<file path="config.mk">
export PLATFORM = sky130hd
export DESIGN_NAME = pbr_parity_guard
export DESIGN_NICKNAME = d
export VERILOG_FILES = /design/src/rtl/pbr_pkg.sv /design/src/rtl/pbr_par_check.sv /design/src/rtl/pbr_par_gen.sv /design/src/rtl/pbr_serr_qual.sv /design/src/rtl/pbr_parity_guard.sv
export SDC_FILE = /design/constraint.sdc
export NUM_CORES = 1
export LEC_CHECK = 0
export ABC_AREA = 1
export BUFFER_PORTS_ARGS = -buffer_cell sky130_fd_sc_hd__buf_2
export CAP_MARGIN = 20
export CORE_MARGIN = 3
export CORE_UTILIZATION = 50
export DETAILED_ROUTE_END_ITERATION = 12
export PLACE_DENSITY = 0.88
export SYNTH_ARGS = -nofsm -noshare
export SYNTH_HDL_FRONTEND = slang
export SYNTH_SLANG_ARGS = --single-unit
</file>
<file path="constraint.sdc">
create_clock -name clk -period 1.5 [get_ports clk]
set_clock_uncertainty 0.1 [all_clocks]
set_input_delay 0.075 -clock clk [delete_from_list [all_inputs] [get_ports clk]]
set_output_delay 0.075 -clock clk [all_outputs]
set_load 0.01 [all_outputs]
</file>
<file path="src/rtl/pbr_pkg.sv">
// Shared definitions for the bridge parity handler.
// Assumes status bit positions are fixed for software visibility.
package pbr_pkg;
    localparam int ST_PRI_DET = 0;   // primary parity error detected as target
    localparam int ST_SEC_DET = 1;   // secondary parity error detected as target
    localparam int ST_SEC_RPT = 2;   // secondary target reported data parity
    localparam int ST_PRI_SSE = 3;   // primary signaled system error
    localparam int ST_NUM     = 4;
endpackage

</file>
<file path="src/rtl/pbr_par_check.sv">
// Ingress parity checker for one bus side.
// Checks even parity of a data phase accepted as target. Parity arrives one
// clock after the data. It pulses PERR two clocks after the phase when
// enabled and emits the data with a bad-parity tag in the same cycle.
// Assumes per_en is stable around the phase.
module pbr_par_check #(
    parameter int AD_W = 32,
    parameter int BE_W = 4
) (
    input  logic            clk,
    input  logic            rst_n,
    input  logic            dvld,
    input  logic [AD_W-1:0] ad,
    input  logic [BE_W-1:0] cbe,
    input  logic            par,
    input  logic            per_en,
    output logic            err_now,
    output logic            perr_n,
    output logic            ent_vld,
    output logic [AD_W-1:0] ent_ad,
    output logic [BE_W-1:0] ent_cbe,
    output logic            ent_bad
);
    logic            s1_vld;
    logic            s1_sum;
    logic [AD_W-1:0] s1_ad;
    logic [BE_W-1:0] s1_cbe;

    // Stage 1: capture the phase and its computed parity.
    always_ff @(posedge clk) begin
        if (!rst_n) begin
            s1_vld <= 1'b0;
            s1_sum <= 1'b0;
            s1_ad  <= '0;
            s1_cbe <= '0;
        end else begin
            s1_vld <= dvld;
            s1_sum <= ^{ad, cbe};
            s1_ad  <= ad;
            s1_cbe <= cbe;
        end
    end

    // Mismatch against the late parity bit.
    always_comb err_now = s1_vld & (s1_sum ^ par);

    // Stage 2: PERR pulse and tagged entry.
    always_ff @(posedge clk) begin
        if (!rst_n) begin
            perr_n  <= 1'b1;
            ent_vld <= 1'b0;
            ent_ad  <= '0;
            ent_cbe <= '0;
            ent_bad <= 1'b0;
        end else begin
            perr_n  <= ~(err_now & per_en);
            ent_vld <= s1_vld;
            ent_ad  <= s1_ad;
            ent_cbe <= s1_cbe;
            ent_bad <= err_now;
        end
    end

    AST_PERR_NEEDS_PHASE: assert property (@(posedge clk) disable iff (!rst_n)
        !perr_n |-> $past(dvld, 2));
    AST_PERR_MEANS_BAD: assert property (@(posedge clk) disable iff (!rst_n)
        !perr_n |-> (ent_vld && ent_bad));
    AST_TAG_FOLLOWS_PHASE: assert property (@(posedge clk) disable iff (!rst_n)
        ent_vld |-> $past(dvld, 2));
endmodule

</file>
<file path="src/rtl/pbr_par_gen.sv">
// Egress parity generator for one bus side.
// Drives the parity bit one clock after a data phase, inverted when the data
// carries a forwarded bad-parity tag. Drives 0 when no phase is present.
module pbr_par_gen #(
    parameter int AD_W = 32,
    parameter int BE_W = 4
) (
    input  logic            clk,
    input  logic            rst_n,
    input  logic            out_vld,
    input  logic [AD_W-1:0] out_ad,
    input  logic [BE_W-1:0] out_cbe,
    input  logic            out_bad,
    output logic            par_o
);
    // Registered parity, corrupted on purpose for bad-tagged data.
    always_ff @(posedge clk) begin
        if (!rst_n) par_o <= 1'b0;
        else        par_o <= out_vld & ((^{out_ad, out_cbe}) ^ out_bad);
    end

    AST_PAR_QUIET: assert property (@(posedge clk) disable iff (!rst_n)
        par_o |-> $past(out_vld));
endmodule

</file>
<file path="src/rtl/pbr_serr_qual.sv">
// Qualifies a parity report from the secondary target during a downstream write.
// Produces status set strobes and a one-clock primary system error pulse.
// Assumes ent_fwd is the bad tag of the entry that the report refers to.
module pbr_serr_qual (
    input  logic clk,
    input  logic rst_n,
    input  logic tgt_perr_n,
    input  logic dn_wr_act,
    input  logic ent_fwd,
    input  logic sec_per_en,
    input  logic pri_per_en,
    input  logic serr_en,
    input  logic pw_dis,
    output logic rpt_now,
    output logic sse_now,
    output logic serr_n
);
    logic hit;

    // Decode the report and the five-way system error condition.
    always_comb begin
        hit     = ~tgt_perr_n & dn_wr_act;
        rpt_now = hit & sec_per_en;
        sse_now = rpt_now & pri_per_en & serr_en & ~pw_dis & ~ent_fwd;
    end

    // One-clock system error pulse.
    always_ff @(posedge clk) begin
        if (!rst_n) serr_n <= 1'b1;
        else        serr_n <= ~sse_now;
    end

    AST_SERR_QUALIFIED: assert property (@(posedge clk) disable iff (!rst_n)
        !serr_n |-> $past(!tgt_perr_n && dn_wr_act && !ent_fwd && serr_en));
endmodule

</file>
<file path="src/rtl/pbr_parity_guard.sv">
// Top of the posted-write parity handler of a two-port bridge.
// Holds one ingress checker and one egress generator per side, the target
// report qualifier and the sticky write-one-to-clear status register.
// Assumes config enables come from decoded registers outside this block.
module pbr_parity_guard
    import pbr_pkg::*;
#(
    parameter int AD_W = 32,
    parameter int BE_W = 4
) (
    input  logic              clk,
    input  logic              rst_n,
    input  logic              pri_per_en,
    input  logic              sec_per_en,
    input  logic              serr_en,
    input  logic              pw_serr_dis,
    input  logic              pi_vld,
    input  logic [AD_W-1:0]   pi_ad,
    input  logic [BE_W-1:0]   pi_cbe,
    input  logic              pi_par,
    input  logic              si_vld,
    input  logic [AD_W-1:0]   si_ad,
    input  logic [BE_W-1:0]   si_cbe,
    input  logic              si_par,
    input  logic              po_vld,
    input  logic [AD_W-1:0]   po_ad,
    input  logic [BE_W-1:0]   po_cbe,
    input  logic              po_bad,
    output logic              po_par,
    input  logic              so_vld,
    input  logic [AD_W-1:0]   so_ad,
    input  logic [BE_W-1:0]   so_cbe,
    input  logic              so_bad,
    output logic              so_par,
    output logic              pri_perr_n,
    output logic              sec_perr_n,
    output logic              pt_vld,
    output logic [AD_W-1:0]   pt_ad,
    output logic [BE_W-1:0]   pt_cbe,
    output logic              pt_bad,
    output logic              st_vld,
    output logic [AD_W-1:0]   st_ad,
    output logic [BE_W-1:0]   st_cbe,
    output logic              st_bad,
    input  logic              tgt_perr_n,
    input  logic              dn_wr_act,
    input  logic              dn_fwd,
    output logic              pri_serr_n,
    input  logic [ST_NUM-1:0] stat_clr,
    output logic [ST_NUM-1:0] stat
);
    logic              pri_err, sec_err, rpt_now, sse_now;
    logic [ST_NUM-1:0] st_set;

    pbr_par_check #(.AD_W(AD_W), .BE_W(BE_W)) u_pchk (
        .clk(clk), .rst_n(rst_n), .dvld(pi_vld), .ad(pi_ad), .cbe(pi_cbe),
        .par(pi_par), .per_en(pri_per_en), .err_now(pri_err), .perr_n(pri_perr_n),
        .ent_vld(pt_vld), .ent_ad(pt_ad), .ent_cbe(pt_cbe), .ent_bad(pt_bad));

    pbr_par_check #(.AD_W(AD_W), .BE_W(BE_W)) u_schk (
        .clk(clk), .rst_n(rst_n), .dvld(si_vld), .ad(si_ad), .cbe(si_cbe),
        .par(si_par), .per_en(sec_per_en), .err_now(sec_err), .perr_n(sec_perr_n),
        .ent_vld(st_vld), .ent_ad(st_ad), .ent_cbe(st_cbe), .ent_bad(st_bad));

    pbr_par_gen #(.AD_W(AD_W), .BE_W(BE_W)) u_pgen (
        .clk(clk), .rst_n(rst_n), .out_vld(po_vld), .out_ad(po_ad),
        .out_cbe(po_cbe), .out_bad(po_bad), .par_o(po_par));

    pbr_par_gen #(.AD_W(AD_W), .BE_W(BE_W)) u_sgen (
        .clk(clk), .rst_n(rst_n), .out_vld(so_vld), .out_ad(so_ad),
        .out_cbe(so_cbe), .out_bad(so_bad), .par_o(so_par));

    pbr_serr_qual u_serr (
        .clk(clk), .rst_n(rst_n), .tgt_perr_n(tgt_perr_n), .dn_wr_act(dn_wr_act),
        .ent_fwd(dn_fwd), .sec_per_en(sec_per_en), .pri_per_en(pri_per_en),
        .serr_en(serr_en), .pw_dis(pw_serr_dis), .rpt_now(rpt_now),
        .sse_now(sse_now), .serr_n(pri_serr_n));

    // Gather the set strobes by status position.
    always_comb begin
        st_set             = '0;
        st_set[ST_PRI_DET] = pri_err;
        st_set[ST_SEC_DET] = sec_err;
        st_set[ST_SEC_RPT] = rpt_now;
        st_set[ST_PRI_SSE] = sse_now;
    end

    for (genvar i = 0; i < ST_NUM; i++) begin : g_stat
        // Sticky bit: set wins over write-one-to-clear.
        always_ff @(posedge clk) begin
            if (!rst_n) stat[i] <= 1'b0;
            else        stat[i] <= st_set[i] | (stat[i] & ~stat_clr[i]);
        end

        AST_STICKY: assert property (@(posedge clk) disable iff (!rst_n)
            ($past(stat[i]) && !$past(stat_clr[i])) |-> stat[i]);
    end

    AST_SSE_WITH_SERR: assert property (@(posedge clk) disable iff (!rst_n)
        $rose(stat[ST_PRI_SSE]) |-> !pri_serr_n);
    AST_PDET_WITH_TAG: assert property (@(posedge clk) disable iff (!rst_n)
        $rose(stat[ST_PRI_DET]) |-> (pt_vld && pt_bad));
endmodule

</file>
; After elaboration in Yosys (flattened, before gate mapping)
; Cells that the tools add are included.
[totals]
regBits = 161
inputBits = 165
output_inout_bits = 85
word_cells = 63
[op_classes]
bitwise_logic = 34
n_reduce_logical = 4
[ops]
columns = cell, n
row1 = XOR reduction 36 bit, 4
row2 = bitwise AND 1 bit, 16
row3 = inverter 1 bit, 10
row4 = bitwise OR 1 bit, 4
row5 = XOR 1 bit, 4

; Logic depth before layout (Yosys ltp)
; Gate-level depths: netlist (run 1).
[depth]
word_depth = 8
ltp_mapped = 15
ltp_nobuf = 15

; Cells and area by module
; A second synthesis (run 1) with hierarchy kept.
[hier_totals]
cells_unflattened = 1274
hier_area_um2 = 7713.6
[by_module_without_submodules]
columns = mod, n_inst, cells_per_inst, area_per_inst_um2, seq_area_each_um2
row1 = pbr_par_check, 2, 464, 3047.9, 1541.5
row2 = pbr_par_gen, 2, 156, 698.2, 20.0
row3 = pbr_parity_guard, 1, 21, 148.9, 80.1
row4 = pbr_serr_qual, 1, 13, 72.6, 20.0

; Worst setup path after synthesis (run 1)
; OpenSTA, ideal clock, no wires.
[synth_timing]
path_kind = in2reg
start = input port pi_ad[4]
end = register u_pchk.s1_sum
setup_time_ps = 115
arrival_time_ps = 845
t_required_ps = 1285
slack_ps = 440
stages = 14
n_path_buf = 0
path_cell_list = nand2_1 inv_1 nor2_1 nand2_1 nand2_1 nand2_1 nand2_1 inv_1 nand2_1 nand2_1 nand2_1 nand3_1 nand2_1 nor2_1
[synth_between]
elab_chain_len = 1
[synth_lines]
columns = element, line_no
row1 = from (decl), pbr_parity_guard.sv:18  ; input logic [AD_W-1:0] pi_ad,
row2 = XOR reduction 36 bit, pbr_par_check.sv:38  ; s1_sum <= ^{ad, cbe};
row3 = to (signal assigned), pbr_par_check.sv:38
row4 = to (decl), pbr_par_check.sv:25  ; logic s1_sum;
; No other way between the ends.
; A chain may end at the register's enable or synchronous reset.

; Final worst setup path (run 1)
[layout_timing]
start = input port pi_cbe[3]
end = register u_pchk.s1_sum
[layout_between]
elab_chain_len = 1
[layout_lines]
columns = element, line_no
row1 = from (decl), pbr_parity_guard.sv:19  ; input logic [BE_W-1:0] pi_cbe,
row2 = XOR reduction 36 bit, pbr_par_check.sv:38
; No other way between the ends.

==> flow_summary.ini, run 1 <==
[sta]
setup_tns_ns = -0.00218
fmax_mhz = 666
hold-worst-slack_ns = -0.0661
relSlewSlack_pct = 79.0
final.setup.worst_slack_ns = -0.00218
worstMarginPinSlew_ns = 0.312
period_share_pct = 100
maxSlewViolCount = 0
finalHoldViolations = 4
setup_viol = 1
min_period_ns = 1.50

[worst_hold_path]
hp-class = primary input to flip-flop
min_from = dn_wr_act
min_delay_path_depth = 4
whs_endpoint = u_serr.serr_n$_SDFF_PN1_

[clock_network]
cts_buffer_depth = 2
cts_tree = built
htreeDepth = 4
clockRootBuffer = clkbuf_16
path_clk_slew_ns = 0.07
insertion_delay_ns = 0.43
cts_sinks = 161
numCtsBuffers = 17

[floorplanning]
num_io_pins = 250
die_height_um = 129
start_util_pct = 51.7
die_w_um = 129
core_area_um2 = 14700
row_count = 44
dieArea_um2 = 16700

[global_routing]
grt_antenna_before_repair = 1
grt-ovfl-total = 0
grt_max_degree = 56
grt_pass1_wl_mm = 34.7
track_usage_pct = 25.9
grt_pass1_vias = 7928

[setup_path]
path_delay_family = simple AND/OR/NAND/NOR gates
reg2regPathDepth = 4
crit_fanout = 4
r2r_slack_ns = 0.07
r2r_end = stat[0]$_SDFF_PN0_
cp-end-kind = flip-flop
cpPeakStageDelay_ns = 0.61
r2r-start = u_pchk.s1_sum$_SDFF_PN0_
cp_common_cell = nand2_1
worst-endpoint-required_ns = 1.76
start_kind = primary input
cp.arrival_ns = 1.76
path_cells = dlygate4sd3_1, inv_1, nand2_1, nand2_2, nand2_1, nand2_1, nand3_2, nand2_2, nand2_1, nand2_1, nand2_2, nand3_1, nand2_1, nor2_1
path_buf_inv = 2
slowest_stage = dlygate4sd3_1
crit_start = pi_cbe[3]
timing_worst_setup_path_type = primary input to flip-flop

[drt]
wl_per_cell_um = 14.4
first_pass_iters = 5
vias_per_cell = 4.81
antenna_left = 0
drcViolationCount = 0
drt-total-wl_mm = 25.8
initialDrtViolationCount = 587
vias = 8634

[power]
internal-power_uw = 8260
power_density_nw_per_um2 = 1030
pwr-share-clk_pct = 40.3
ir_drop_mv = 0.993
p_seq_share_pct = 39.6
combPwrFrac_pct = 20.1
p_total_uw = 11500
swShare_pct = 28.4
p_sw_uw = 3270
leakage_uw = 0.00762

[logic_synthesis]
yosysTopAreaCell = dfxtp_1
synth_top_family_by_area = simple AND/OR/NAND/NOR gates
synthXorXnorAreaFrac_pct = 5.30
ys_ff_latch = 161
synth_top_area_share_pct = 42.4
syn_area_um2 = 7600
synth-simple-area-share_pct = 37.3
synthesis.nets = 1419
synth_compound_area_share_pct = 0.444
seq_area_frac_synth_pct = 42.4
netlist_instances = 1254
synth.mux.area_fraction_pct = 0
ys_types = 14
netlist_top_cells_area = dfxtp_1 (42%), nand2_1 (35%), inv_1 (14%)
synth_fa_ha_area_share_pct = 0
yosysWarnings = 0
syn_area_per_cell_um2 = 6.06

[job]
max_cap_violations = 0

[placement]
io_buffers = 249
dp_hpwl_mm = 13.6
dpl_worst_slack_ns = 0.0787
globalplace.congestion = 0.840

[final_layout]
nets = 1759
syn_to_final_growth_pct = 48.0
layout-drive-gt1-share_pct = 20.7

[status]
status = complete, but fails checks
violations = negative hold slack, negative setup slack
==> per-layer routing <==
layer	vias to the layer above	GRT usage [%]	routed length [µm]
met5	-	0	0
met2	406	50.4	13900
met4	0	13.2	1270
met3	125	6.31	1680
li1	4213	-	-
met1	3890	25.1	8920
==> stage by stage <==
step / cells / cell area, µm² / util [%] / hold WS, ns
6_report: 1794 / 11300 / 76.5 / -0.0661
5_1_grt: 1792 / 11200 / 76.5 / -0.0634
4_1_cts: 1803 / 10700 / 72.6 / 0.0440
3_5_place_dp: 1674 / 9060 / 61.7 / 0.160
3_3_place_gp: 1674 / 9060 / 61.7 / 0.159
2_1_floorplan: 1254 / 7600 / - / 0.0437
==> cells in the mapped netlist <==
cell      instances
inv_1           275
a21oi_1           4
o31ai_1           1
nand4_1           1
clkbuf_1          9
buf_2             8
nor3_1            1
nor2_1           21
dfxtp_1         161
xnor2_1          34
xor2_1           12
nand3_1          18
nand2_1         708
o22ai_1           1
==> flip-flops by register name, indices dropped and copies added, names as in the netlist <==
| signal | count |
|---|---|
| u_pchk.ent_ad | 32 |
| u_pchk.s1_ad | 32 |
| u_schk.ent_ad | 32 |
| u_schk.s1_ad | 32 |
| stat | 4 |
| u_pchk.ent_cbe | 4 |
| u_pchk.s1_cbe | 4 |
| u_schk.ent_cbe | 4 |
| u_schk.s1_cbe | 4 |
| u_pchk.ent_bad | 1 |
| u_pchk.ent_vld | 1 |
| u_pchk.perr_n | 1 |
| u_pchk.s1_sum | 1 |
| u_pchk.s1_vld | 1 |
| u_pgen.par_o | 1 |
| u_schk.ent_bad | 1 |
| u_schk.ent_vld | 1 |
| u_schk.perr_n | 1 |
| u_schk.s1_sum | 1 |
| u_schk.s1_vld | 1 |
| u_serr.serr_n | 1 |
| u_sgen.par_o | 1 |
==> tightest hold or removal path: cells and delay by family <==
kind / cells / cell delay, ns
buffers and inverters: 1 / 0.10
and+or+nand+nor: 3 / 0.25
==> worst max-delay path by stage <==
stage                               endpoint  slack, ns  cells after the start
floorplan           u_pchk.s1_sum$_SDFF_PN0_       0.44                     14
global placement    u_schk.s1_sum$_SDFF_PN0_       0.14                     13
detailed placement  u_schk.s1_sum$_SDFF_PN0_       0.08                     14
finish              u_pchk.s1_sum$_SDFF_PN0_     -0.002                     14
CTS                 u_schk.s1_sum$_SDFF_PN0_      0.009                     14
global route        u_pchk.s1_sum$_SDFF_PN0_      -0.09                     14
==> power groups by stage <==
stage	Sequential (µW)	Combinational [µW]	Clock [µW]
finish	4570	2320	4650
global placement	4640	1700	0
CTS	4550	2000	4690
global route	4580	2560	4880
floorplan	4690	1100	0
detailed placement	4640	1780	0
==> area by class of cell <==
cell class              count  area [µm²]
multi-input cells         801        3510
fillers                   934        3450
flip-flops and latches    161        3230
repair buffers            338        2610
inverters                 275        1030
clock buffers              20         467
well taps                 184         230
clock inverters            12         169
diodes                      3        7.51
==> kinds of logic after synthesis <==
kind of cell | count (synthesis)
AOI/OAI and AO/OA | 6
and+or+nand+nor | 749
DFF | 161
xor gates and xnor gates | 46
buffers and inverters | 292
==> what timing repair did <==
item                                   in CTS  in global routing
endpoints found under the hold margin      89                 44
setup endpoints to repair                   0                  7
resized for setup                           0                170
buffers inserted                            0                  1
hold buffers                               97                 46
==> placed cells by master, fill, tap and decap left out, types with 2 or more instances in the layout <==
cell type	netlist	final
bufinv_16	0	3
dlygate4sd3_1	0	83
xnor2_1	34	32
inv_6	0	4
inv_1	275	255
xnor2_2	0	2
diode_2	0	3
buf_12	0	2
nor2_2	0	5
nand2_2	0	68
nand3_2	0	2
clkinvlp_4	0	2
buf_2	8	186
a21oi_2	0	3
buf_4	0	4
buf_6	0	5
xor2_1	12	11
dfxtp_1	161	159
dfxtp_2	0	2
clkbuf_16	0	17
nand2_1	708	640
clkbuf_8	0	3
clkinv_4	0	2
nor2_1	21	16
nand3_1	18	16
dlymetal6s4s_1	0	58
inv_2	0	20
Power figures use the tool's default switching activity.
==> run 2, diff against run 1 <==
CELL_PAD_IN_SITES_DETAIL_PLACEMENT = 0   (was default)
CELL_PAD_IN_SITES_GLOBAL_PLACEMENT = 1   (was default)
CORE_UTILIZATION = 34   (was 50)
PLACE_DENSITY = 0.89   (was 0.88)
==> flow_summary.ini, run 2 (synthesized netlist as in run 1, its figures left out) <==
[drt]
wl_met1_mm = 8.11
wl_met2_mm = 9.92
initialDrtViolationCount = 321
wl_met3_mm = 1.21
wl_per_cell_um = 10.4
vias = 7742
drcViolationCount = 0
dr.max_layer_used = met4
first_pass_iters = 4
drt-total-wl_mm = 19.5
vias_per_cell = 4.10
antenna_left = 0

[setup_path]
cp_common_cell = dlygate4sd3_1
cp-end-kind = flip-flop
reg2regPathDepth = 4
slowest_stage = dlygate4sd3_1
timing_worst_setup_path_type = primary input to flip-flop
cpPeakStageDelay_ns = 0.58
path_cells = dlygate4sd3_1, buf_2, nor3_2, nand4_1, o31ai_1, dlygate4sd3_1
worst-endpoint-required_ns = 1.77
crit_fanout = 2
start_kind = primary input
cp.arrival_ns = 1.74

[job]
max_cap_violations = 0

[sta]
setup_viol = 0
hold-worst-slack_ns = -0.0680
final.setup.worst_slack_ns = 0.0310
fmax_mhz = 681
period_share_pct = 97.9
worstMarginPinSlew_ns = 0.477
maxSlewViolCount = 0
min_period_ns = 1.47
relSlewSlack_pct = 68.1
finalHoldViolations = 2

[clock_network]
cts_sinks = 161
insertion_delay_ns = 0.42
path_clk_slew_ns = 0.07
cts_buffer_depth = 2
clockRootBuffer = clkbuf_16
numCtsBuffers = 17
htreeDepth = 4
cts_setup_buffers = 0
cts_tree = built

[worst_hold_path]
hp-class = primary input to flip-flop
min_delay_path_depth = 3

[status]
violations = negative hold slack
status = complete, but fails checks

[final_layout]
fin_area_um2 = 11000
layout_common_cells = nand2_1 (663), inv_1 (264), buf_2 (203)
fin_cells = 1886
nets = 1756
layout-drive-gt1-share_pct = 19.0
syn_to_final_growth_pct = 45.1
final_common_cell = nand2_1

[placement]
io_buffers = 249
place_area_um2 = 9180
dp.cells = 1770
dpl_worst_slack_ns = 0.112
dp_hpwl_mm = 13.9
globalplace.congestion = 0.747

[floorplanning]
die_w_um = 156
core_area_um2 = 21900
row_count = 54
start_util_pct = 34.7
dieArea_um2 = 24200
die_height_um = 156
num_io_pins = 250

[global_routing]
grt_antenna_before_repair = 2
grt-ovfl-total = 0
grt_max_degree = 58
grt_pass1_wl_mm = 31.1
grt_pass1_vias = 7167
track_usage_pct = 15.6

[power]
leakage_uw = 0.00737
ir_drop_mv = 0.716
power_density_nw_per_um2 = 973
## run 2: cell count changes in the layout (fill, tap and decap cells not counted), sizes merged
cell          delta
clkinvlp         -1
inv              +2
diode            -1
dlymetal6s4s    -21
clkinv           +3
dlygate4sd3      +7
bufinv           -3
clkbuf           -1
buf             +11
## run 2: metrics by stage
| step | total power [µW] | setup TNS, ns | util [%] |
|---|---|---|---|
| global route | 11400 | -0.00601 | 50.4 |
| global placement | 6380 | 0 | 42.0 |
| floorplan | 5790 | 0 | - |
| detailed placement | 6420 | 0 | 42.0 |
| finish | 10700 | 0 | 50.4 |
| CTS | 10800 | 0 | 49.1 |
## run 2: worst paths after layout
path	start	end	slack (ns)
hold reg to reg	u_schk.s1_ad[19]$_SDFF_PN0_	u_schk.ent_ad[19]$_SDFF_PN0_	0.31
setup reg to reg	u_pchk.s1_sum$_SDFF_PN0_	stat[0]$_SDFF_PN0_	0.06
setup / recovery	dn_fwd	stat[3]$_SDFF_PN0_	0.03
hold / removal	si_ad[13]	u_schk.s1_ad[13]$_SDFF_PN0_	-0.07
## run 2: area by class of cell
type | count | area [µm²]
Antenna cell | 2 | 5.00
Clock buffer | 19 | 443
Clock inverter | 13 | 116
Fill cell | 2144 | 10900
Inverter | 275 | 1030
Multi-Input combinational cell | 801 | 3420
Sequential cell | 161 | 3220
Tap cell | 280 | 350
Timing Repair Buffer | 335 | 2440
## run 2: worst max-delay path, delay by kind of cell
kind | cells | cell delay [ns]
buffers and inverters | 3 | 1.24
AO/OA/AOI/OAI | 1 | 0.09
AND/OR/NAND/NOR | 2 | 0.33
## run 2: what timing repair did
action                                 CTS  global route
resized for setup                        0           102
endpoints found under the hold margin   94            27
setup endpoints to repair                0             4
hold buffers                           100            27
## run 2: power by group
| part | internal (µW) | leakage (µW) | switching, µW |
|---|---|---|---|
| Sequential | 4490 | 0.00133 | 57.8 |
| Combinational | 927 | 0.00577 | 1160 |
| Clock | 2220 | 0.000275 | 1890 |
| Total | 7640 | 0.00737 | 3100 |
## run 2: layer usage
layer  vias up  track usage [%]
met5         -                0
met4         0             4.50
met3        26             4.91
met2       155             27.8
met1      3361             17.8
li1       4200                -
